## config.mk

```make
export PLATFORM = sky130hd
export DESIGN_NAME = trap_router
export DESIGN_NICKNAME = d
export VERILOG_FILES = /design/src/rtl/trap_router.sv
export SDC_FILE = /design/constraint.sdc
export NUM_CORES = 1
export LEC_CHECK = 0
export BUFFER_PORTS_ARGS = -buffer_cell sky130_fd_sc_hd__buf_2
export CAP_MARGIN = 20
export CORE_MARGIN = 2
export CORE_UTILIZATION = 35
export DETAILED_ROUTE_END_ITERATION = 7
export PLACE_DENSITY_LB_ADDON = 0.12
export SYNTH_ARGS = -nofsm -noshare
export SYNTH_HDL_FRONTEND = slang
export SYNTH_SLANG_ARGS = --single-unit
```

## constraint.sdc

```tcl
create_clock -name clk -period 7.51 [get_ports clk]
set_input_delay 1.502 -clock clk [delete_from_list [all_inputs] [get_ports clk]]
set_output_delay 1.502 -clock clk [all_outputs]
set_load 0.005 [all_outputs]
```

## src/rtl/trap_router.sv

```systemverilog
module trap_router #(
  parameter int XLEN = 32
) (
  input  logic            clk,
  input  logic            rst_n,
  input  logic            trap_valid,
  input  logic            trap_irq,
  input  logic [XLEN-2:0] trap_code,
  input  logic [XLEN-1:0] trap_pc,
  input  logic [XLEN-1:0] trap_val,
  input  logic            mret_i,
  input  logic            sret_i,
  input  logic            csr_we,
  input  logic [11:0]     csr_addr,
  input  logic [XLEN-1:0] csr_wdata,
  output logic [XLEN-1:0] csr_rdata,
  output logic [1:0]      priv,
  output logic            redirect,
  output logic [XLEN-1:0] redirect_pc
);
  localparam logic [1:0] PRV_U = 2'd0, PRV_S = 2'd1, PRV_M = 2'd3;
  localparam logic [XLEN-1:0] S_MASK = XLEN'(32'h0000_0122);
  localparam logic [XLEN-1:0] M_MASK = XLEN'(32'h0000_19AA);

  logic [XLEN-1:0] mstatus, medeleg, mideleg, mtvec, stvec;
  logic [XLEN-1:0] mepc, sepc, mcause, scause, mtval, stval;

  wire [4:0] idx    = trap_code[4:0];
  wire       deleg  = (priv != PRV_M) && (trap_irq ? mideleg[idx] : medeleg[idx]);
  wire       do_mr  = mret_i && !trap_valid;
  wire       do_sr  = sret_i && !trap_valid && !mret_i;
  wire       do_csr = csr_we && !trap_valid && !mret_i && !sret_i;
  wire [XLEN-1:0] cause_v = {trap_irq, trap_code};
  wire [XLEN-1:0] tvec    = deleg ? stvec : mtvec;

  assign redirect    = trap_valid || mret_i || sret_i;
  assign redirect_pc = trap_valid ? {tvec[XLEN-1:2], 2'b00} :
                       do_mr      ? mepc :
                       do_sr      ? sepc : '0;

  always_comb begin
    case (csr_addr)
      12'h100: csr_rdata = mstatus & S_MASK;
      12'h105: csr_rdata = stvec;
      12'h141: csr_rdata = sepc;
      12'h142: csr_rdata = scause;
      12'h143: csr_rdata = stval;
      12'h300: csr_rdata = mstatus;
      12'h302: csr_rdata = medeleg;
      12'h303: csr_rdata = mideleg;
      12'h305: csr_rdata = mtvec;
      12'h341: csr_rdata = mepc;
      12'h342: csr_rdata = mcause;
      12'h343: csr_rdata = mtval;
      default: csr_rdata = '0;
    endcase
  end

  always_ff @(posedge clk) begin
    if (!rst_n) begin
      priv    <= PRV_M;
      mstatus <= '0; medeleg <= '0; mideleg <= '0; mtvec <= '0; stvec <= '0;
      mepc    <= '0; sepc    <= '0; mcause  <= '0; scause <= '0;
      mtval   <= '0; stval   <= '0;
    end else if (trap_valid) begin
      if (deleg) begin
        sepc       <= trap_pc;
        scause     <= cause_v;
        stval      <= trap_val;
        mstatus[8] <= priv[0];
        mstatus[5] <= mstatus[1];
        mstatus[1] <= 1'b0;
        priv       <= PRV_S;
      end else begin
        mepc           <= trap_pc;
        mcause         <= cause_v;
        mtval          <= trap_val;
        mstatus[12:11] <= priv;
        mstatus[7]     <= mstatus[3];
        mstatus[3]     <= 1'b0;
        priv           <= PRV_M;
      end
    end else if (do_mr) begin
      priv           <= mstatus[12:11];
      mstatus[3]     <= mstatus[7];
      mstatus[7]     <= 1'b1;
      mstatus[12:11] <= PRV_U;
    end else if (do_sr) begin
      priv       <= {1'b0, mstatus[8]};
      mstatus[1] <= mstatus[5];
      mstatus[5] <= 1'b1;
      mstatus[8] <= 1'b0;
    end else if (do_csr) begin
      case (csr_addr)
        12'h100: mstatus <= (mstatus & ~S_MASK) | (csr_wdata & S_MASK);
        12'h105: stvec   <= csr_wdata;
        12'h141: sepc    <= csr_wdata;
        12'h142: scause  <= csr_wdata;
        12'h143: stval   <= csr_wdata;
        12'h300: mstatus <= csr_wdata & M_MASK;
        12'h302: medeleg <= csr_wdata;
        12'h303: mideleg <= csr_wdata;
        12'h305: mtvec   <= csr_wdata;
        12'h341: mepc    <= csr_wdata;
        12'h342: mcause  <= csr_wdata;
        12'h343: mtval   <= csr_wdata;
        default: ;
      endcase
    end
  end

  assert_trap_from_m_stays_R2: assert property (@(posedge clk) disable iff (!rst_n)
    (trap_valid && priv == PRV_M) |=> (priv == PRV_M));
  assert_deleg_entry_R3: assert property (@(posedge clk) disable iff (!rst_n)
    (trap_valid && deleg) |=> (priv == PRV_S && !mstatus[1] && sepc == $past(trap_pc)));
  assert_m_entry_R4: assert property (@(posedge clk) disable iff (!rst_n)
    (trap_valid && !deleg) |=> (!mstatus[3] && mstatus[12:11] == $past(priv)));
  assert_mret_clears_mpp_R6: assert property (@(posedge clk) disable iff (!rst_n)
    do_mr |=> (mstatus[12:11] == PRV_U && mstatus[7]));
  assert_sret_lowers_R7: assert property (@(posedge clk) disable iff (!rst_n)
    do_sr |=> (priv != PRV_M && !mstatus[8] && mstatus[5]));
  assert_sstatus_view_R8: assert property (@(posedge clk) disable iff (!rst_n)
    (csr_addr == 12'h100) |-> ((csr_rdata & ~S_MASK) == '0));
  assert_sstatus_write_R9: assert property (@(posedge clk) disable iff (!rst_n)
    (do_csr && csr_addr == 12'h100) |=> ((mstatus & ~S_MASK) == $past(mstatus & ~S_MASK)));
  assert_priv_legal_R11: assert property (@(posedge clk) disable iff (!rst_n)
    priv != 2'b10);
endmodule

```

==> impl_summary.txt, run 1 <==
----------------------------------------------------
[Synthesis]
  Adder-cell share of the synthesized area ... 0%
  Synthesized-area fraction occupied by ao, oa, aoi and oai cells ... 27.49%
  Post-Syn Area ... 0.01692 mm^2
  Flops & latches, synth ... 329
  Area leader, netlist ... sky130_fd_sc_hd__dfxtp_1
  Seq/Total Area, Yosys ... 38.92%
  XOR/XNOR share of the synthesized area ... 0%
  Portion of netlist area occupied by mux cells ... 4.059%
  Post-synthesis area per instance ... 7.788 um^2
  Most instantiated flip-flop cell in the synthesis netlist ... sky130_fd_sc_hd__dfxtp_1
  Area share of and/or/nand/nor cells after synthesis ... 23.75%
  Yosys cell types ... 64
  Number of warnings printed during yosys synthesis ... 0
  Dominant combinational cell family by area after synthesis ... compound AO/OA/AOI/OAI gates
  Yosys top cell area share ... 38.92%
  Cells taking the most area after synthesis ... sky130_fd_sc_hd__dfxtp_1 39%, sky130_fd_sc_hd__nand2_1 9.5%, sky130_fd_sc_hd__a21oi_1 6.5%
  Count of flip-flops with a built-in enable after synthesis ... 0
  Cell count after synthesis ... 2173
  Net Count, Synth ... 2319
  Share of flip-flops with an asynchronous set or reset ... 0%

[Clock network]
  Number of buffers added for setup after CTS ... 0
  CTS root buffer ... sky130_fd_sc_hd__clkbuf_16
  Number of buffers created by CTS ... 40
  Count of hold buffers inserted by post-cts repair ... 0
  Clock transition at path regs ... 0.05 ns
  Clock tree from TritonCTS ... built
  H-tree lvl count ... 2
  Clock buffer depth ... 3
  Quantity of gates resized following cts ... 0
  Number of sinks on the clock net ... 329
  Clock latency at the later pin of the worst-skew pair ... 0.57 ns

[Final layout]
  Count of placed standard cells in the final layout, fillers left out ... 2891
  Area Growth Syn to Fin ... 15.53%
  Share of post-route cells with drive strength above 1 ... 18.10%
  Leading cell types in the layout, fill and taps excluded ... 420 x sky130_fd_sc_hd__nand2_1, 329 x sky130_fd_sc_hd__dfxtp_1, 218 x sky130_fd_sc_hd__a21oi_1
  Number of diodes ... 0
  Most frequent standard cell in the layout excluding fill and tap cells ... sky130_fd_sc_hd__nand2_1
  Number of nets in the final layout ... 2394
  Fill cells ... 4943

[Power and ir drop]
  Part of the total power dissipated in sequential elements ... 43.8%
  Leakage ... 7.092 nW
  Switching part of the total power ... 28.14%
  Power per cell area ... 222.5 mW/mm^2
  Share of power burned in combinational logic ... 11.9%
  Cell-internal power ... 3.126 mW
  Clock Power Share ... 44.3%
  Worst voltage drop across the vdd grid ... 0.0001302 V
  Net switching component of the power ... 1.224 mW
  Design Power ... 4.349 mW

[Placed design]
  Number of placed cells counting well taps ... 2821
  Port buffer count ... 212
  Half-perimeter wire length after detailed placement ... 57830 um
  Routability cong. ... 0.9389

[Drt]
  Routed len/inst ... 28.93 um
  First-pass iteration count of the detailed router ... 6
  Vias ... 18.45k
  Total Routed Length ... 83630 um
  DRC violation total after the first TritonRoute iteration ... 2532
  Post-detailed-route count of antenna-violating nets ... 0
  Number of remaining DRC errors ... 0
  Vias/cell ... 6.382

[Timing]
  Period minus WS final ... 6.135 ns
  Clock Skew ... 0.02576 ns
  Transition at the pin with the smallest max-transition slack ... 1.053 ns
  Worst hold margin ... 0.4593 ns
  Setup Viol. Count Final ... 0
  Max frequency ... 163.0 MHz
  Number of max-slew violations in the final report ... 0
  Endpoints failing hold ... 0
  Setup TNS ... 0 ns
  Post-route fraction of the period consumed by the critical path ... 81.69%
  RSZ-0062 raised after global routing ... false
  Worst relative slew slack ... 29.64%

[Global route]
  Vias in the first global route ... 16.73k
  Aggregate global routing overflow ... 0
  Global-route wire length before repair ... 120100 um
  Antenna violations before repair ... 1
  GRT Util Overall ... 32.47%
  Largest net degree at the start of global routing ... 120

[Min path]
  Min-Delay Startpoint ... stvec[0]
  Class of the tightest hold or removal check ... flop to flop

[Critical path]
  Critical path class ... input pin to primary output
  Critical Path AT ... 4.63 ns
  Maximum net fanout on the critical path ... 49
  Startpoint of the worst register-to-register path ... medeleg[29]
  Nature of the critical path endpoint ... primary output
  Worst Setup Start Kind ... input pin
  Critical Path Source ... trap_code[0]
  CP required ... 6.01 ns

[Die]
  CORE AREA ... 0.04775 mm^2
  Horizontal die dimension ... 223.9 um
  IO Pins ... 213
  Initial standard-cell utilization of the core ... 35.45%
  Area enclosed by the die boundary ... 0.05013 mm^2
  Chip height ... 223.9 um
  Cell Rows ... 80

[Outcome]
  Outcome ... finished, final reports clean

[Flow run]
  Number of max-cap violations ... 0

----------------------------------------------------
routing by layer:
layer  up-vias  share of wire, %  global-route usage (%)  wire, um
met2      1123                41                   45.08     34180
met1      9053                45                   49.80     37420
met5         -                 0                       0         0
met3       111                12                   6.821      9930
met4         0               2.5                   9.097      2097
li1       8162                 -                       -         -
logic make-up after synthesis:
group,Yosys count
compound gates,676
buf+inv,229
flops,329
mux,51
simple gates,888
flip-flops by register name, indices dropped and copies added (netlist names):
register,cells
mideleg,32
mtval,32
stvec,32
mtvec,32
stval,32
mcause,32
scause,32
medeleg,32
priv,2
mepc,32
mstatus,7
sepc,32
stage by stage:
| step | instance area, um^2 | setup WS (ns) | util [%] |
|---|---|---|---|
| after floorplan | 16920 | 2.494 | - |
| after global placement | 18250 | 1.448 | 38.23 |
| after detailed placement | 18270 | 1.394 | 38.27 |
| after CTS | 19550 | 1.393 | 40.95 |
| after global routing | 19550 | 1.224 | 40.95 |
| final | 19550 | 1.375 | 40.95 |
cell usage after synthesis (8+ instances only):
| master | count |
|---|---|
| sky130_fd_sc_hd__a221oi_2 | 8 |
| sky130_fd_sc_hd__a22o_1 | 11 |
| sky130_fd_sc_hd__mux4_2 | 14 |
| sky130_fd_sc_hd__o21ai_0 | 101 |
| sky130_fd_sc_hd__a211oi_2 | 36 |
| sky130_fd_sc_hd__nor2b_1 | 37 |
| sky130_fd_sc_hd__mux2i_1 | 36 |
| sky130_fd_sc_hd__o221ai_1 | 40 |
| sky130_fd_sc_hd__dfxtp_1 | 329 |
| sky130_fd_sc_hd__a222oi_1 | 21 |
| sky130_fd_sc_hd__clkbuf_1 | 172 |
| sky130_fd_sc_hd__buf_2 | 24 |
| sky130_fd_sc_hd__nand3_1 | 109 |
| sky130_fd_sc_hd__nor2_1 | 134 |
| sky130_fd_sc_hd__buf_1 | 10 |
| sky130_fd_sc_hd__a211oi_1 | 31 |
| sky130_fd_sc_hd__o22ai_1 | 42 |
| sky130_fd_sc_hd__a221oi_1 | 44 |
| sky130_fd_sc_hd__a21oi_1 | 220 |
| sky130_fd_sc_hd__nand2_1 | 427 |
| sky130_fd_sc_hd__a22oi_1 | 92 |
| sky130_fd_sc_hd__nand4_1 | 73 |
| sky130_fd_sc_hd__nor3_1 | 74 |
power groups by stage:
| stage | sequential (mW) | clock (mW) | combinational (mW) |
|---|---|---|---|
| after detailed placement | 1.93 | 0 | 0.507 |
| after global routing | 1.91 | 2.02 | 0.555 |
| after CTS | 1.90 | 1.95 | 0.508 |
| after floorplan | 1.89 | 0 | 0.321 |
| after global placement | 1.93 | 0 | 0.501 |
| final | 1.91 | 1.93 | 0.517 |
worst paths after layout:
kind | slack (ns) | cells past startpoint | endpoint
max | 1.38 | 9 | redirect_pc[26]
min | 0.46 | 2 | stvec[0]
max reg2reg | 3.40 | 9 | mepc[13]
min reg2reg | 0.46 | 2 | stvec[0]
worst max-delay path: stages:
cell	delay, ns
sky130_fd_sc_hd__buf_2	0.48
sky130_fd_sc_hd__mux4_2	0.60
sky130_fd_sc_hd__mux2i_1	0.27
sky130_fd_sc_hd__a31oi_1	0.16
sky130_fd_sc_hd__and4_2	0.35
sky130_fd_sc_hd__nor2_8	0.71
sky130_fd_sc_hd__mux2i_1	0.25
sky130_fd_sc_hd__o21ai_0	0.08
sky130_fd_sc_hd__buf_2	0.17
final cells by class:
type	instances	area, um^2	area share (%)
clock buffers	59	1164	5.952
clock inverters	11	115.1	0.5888
inverters	8	35.03	0.1792
flip-flops and latches	329	6586	33.69
multi-input cells	1615	9468	48.43
repair buffers	254	1414	7.232
well taps	615	769.5	3.936
Note: power is estimated with default switching activity, not from simulation.
==> run 2: changes to the inputs <==
clock period = 5.7 ns   (was 7.51 ns; I/O delays follow)
==> run 2 against run 1 <==
  * Clock power rose by 35%
  * Core utilization increased by 0.52 points
  * Largest cell class unchanged
  * Hold slack gained 0.0016 ns
  * Sequential share of layout area decreased by 0.42 points
  * Cell count rose by 1.1%
  * Flip-flop and latch count unchanged
  * Via count fell by 0.31%
  * Largest power group unchanged
  * Highest routed layer is now met5
  * Critical path depth up 1
==> impl_summary.txt, run 2 (same netlist as run 1, synthesis figures left out) <==
----------------------------------------------------
[Critical path]
  Peak per-stage delay on the critical path ... 0.61 ns
  Critical Path Source ... trap_code[0]
  Critical path capture point ... redirect_pc[14]
  RR Endpoint ... scause[6]
  Critical path class ... input pin to primary output
  Critical Path AT ... 4.05 ns
  Maximum net fanout on the critical path ... 29
  Startpoint of the worst register-to-register path ... medeleg[29]
  Nature of the critical path endpoint ... primary output
  Count of buffer and inverter cells on the critical path ... 3
  Register-to-register path setup slack ... 2.73 ns
  Series of cell instances along the critical path ... buf_2 -> buf_4 -> mux4_2 -> o22ai_1 -> a31oi_1 -> and4_2 -> or2_2 -> nand3_1 -> nand3_1 -> buf_2
  Family with the most delay on the worst path ... simple AND/OR/NAND/NOR gates
  Depth of the most critical reg-to-reg path ... 8
  Worst Setup Start Kind ... input pin
  Cell depth of the worst setup path ... 10
  Crit-path slowest cell ... sky130_fd_sc_hd__or2_2
  CP required ... 4.56 ns

[Die]
  CORE AREA ... 0.04775 mm^2
  Horizontal die dimension ... 223.9 um
  Chip height ... 223.9 um
  Initial standard-cell utilization of the core ... 35.45%
  IO Pins ... 213
  Cell Rows ... 80
  Area enclosed by the die boundary ... 0.05013 mm^2

[Clock network]
  Clock buffer depth ... 3
  CTS root buffer ... sky130_fd_sc_hd__clkbuf_16
  Clock latency at the later pin of the worst-skew pair ... 0.57 ns
  Quantity of gates resized following cts ... 0
  H-tree lvl count ... 2
  Number of buffers added for setup after CTS ... 0
  Number of buffers created by CTS ... 39
  Count of hold buffers inserted by post-cts repair ... 0
  Number of sinks on the clock net ... 329
  Clock transition at path regs ... 0.06 ns
  Clock tree from TritonCTS ... built

[Final layout]
  Fill cells ... 4861
  Leading cell types in the layout, fill and taps excluded ... 425 x sky130_fd_sc_hd__nand2_1, 329 x sky130_fd_sc_hd__dfxtp_1, 218 x sky130_fd_sc_hd__a21oi_1
  Number of nets in the final layout ... 2423
  Share of post-route cells with drive strength above 1 ... 18.91%
  Area Growth Syn to Fin ... 17.00%
  Final core area utilization ... 41.47%
  Most frequent standard cell in the layout excluding fill and tap cells ... sky130_fd_sc_hd__nand2_1

[Drt]
  Vias ... 18.39k
  Routed len/inst ... 28.08 um
  First-pass iteration count of the detailed router ... 8
  Post-detailed-route count of antenna-violating nets ... 0
  DRC violation total after the first TritonRoute iteration ... 2385
  Number of remaining DRC errors ... 0
  Total Routed Length ... 82060 um
  Vias/cell ... 6.294

[Global route]
  Vias in the first global route ... 16.69k
  Aggregate global routing overflow ... 0
  GRT Util Overall ... 31.75%
  Antenna violations before repair ... 3
  Global-route wire length before repair ... 118200 um
  Largest net degree at the start of global routing ... 121

[Timing]
  RSZ-0062 raised after global routing ... false
  Clock Skew ... 0.01762 ns
  Max frequency ... 192.7 MHz
  Worst relative slew slack ... 21.09%
  Number of max-slew violations in the final report ... 0
  Transition at the pin with the smallest max-transition slack ... 1.184 ns
  Period minus WS final ... 5.188 ns
  Worst hold margin ... 0.4609 ns
  Setup TNS ... 0 ns
  Post-route fraction of the period consumed by the critical path ... 91.02%
  Setup Viol. Count Final ... 0
  Endpoints failing hold ... 0

[Placed design]
  Routability cong. ... 0.9577
  Port buffer count ... 212
  Half-perimeter wire length after detailed placement ... 58090 um

[Min path]
  Worst hold path depth ... 2
  Class of the tightest hold or removal check ... flop to flop

[Power and ir drop]
  Worst voltage drop across the vdd grid ... 0.0001641 V
  Leakage ... 7.231 nW
  Power per cell area ... 292.4 mW/mm^2

[Flow run]
  Number of max-cap violations ... 0

[Outcome]
  Outcome ... finished, final reports clean

----------------------------------------------------
run 2: metal layers:
layer	up-vias	part of all wire (%)	global-route usage, %
li1	8233	-	-
met1	8948	44	47.37
met2	1110	41	44.81
met3	99	12	8.854
met4	2	2.1	7.204
met5	-	0.0085	0
run 2: worst min-delay path by stage:
stage	start	endpoint	slack, ns
global placement	mtvec[0]	mtvec[0]	0.44
CTS	stvec[1]	stvec[1]	0.46
detailed placement	stvec[1]	stvec[1]	0.45
floorplan	stvec[1]	stvec[1]	0.44
global route	mtvec[0]	mtvec[0]	0.47
finish	stvec[1]	stvec[1]	0.46
run 2: stage by stage:
step | std cells | area [um^2] | setup slack (ns) | power [mW]
floorplan | 2173 | 16920 | 1.408 | 2.915
global placement | 2851 | 18500 | 0.5810 | 3.205
detailed placement | 2851 | 18500 | 0.5641 | 3.212
CTS | 2921 | 19800 | 0.5605 | 5.787
global route | 2922 | 19800 | 0.3939 | 5.959
finish | 2922 | 19800 | 0.5118 | 5.790
run 2: report_power, final:
group	internal, mW	switching, mW	total [mW]
combinational	0.222	0.464	0.686
clock	1.54	1.06	2.60
sequential	2.40	0.102	2.50
total	4.17	1.62	5.79
run 2: area by class of cell:
cell class / count / area [um^2] / share of cell area [%]
diodes: 1 / 2.502 / 0.01264
clock buffers: 58 / 1160 / 5.858
clock inverters: 12 / 142.6 / 0.7204
inverters: 8 / 35.03 / 0.1769
multi-input cells: 1615 / 9440 / 47.68
flip-flops and latches: 329 / 6586 / 33.26
well taps: 615 / 769.5 / 3.886
repair buffers: 284 / 1664 / 8.404
run 2: worst register-to-register path, stage by stage (launching register included):
cell                       delay, ns
sky130_fd_sc_hd__dfxtp_1        0.36
sky130_fd_sc_hd__mux4_2         0.47
sky130_fd_sc_hd__mux2i_1        0.26
sky130_fd_sc_hd__a311oi_1       0.17
sky130_fd_sc_hd__nand4_1        0.20
sky130_fd_sc_hd__nand2_1        0.16
sky130_fd_sc_hd__a21oi_2        0.67
sky130_fd_sc_hd__buf_4          0.40
sky130_fd_sc_hd__o21ai_0        0.15
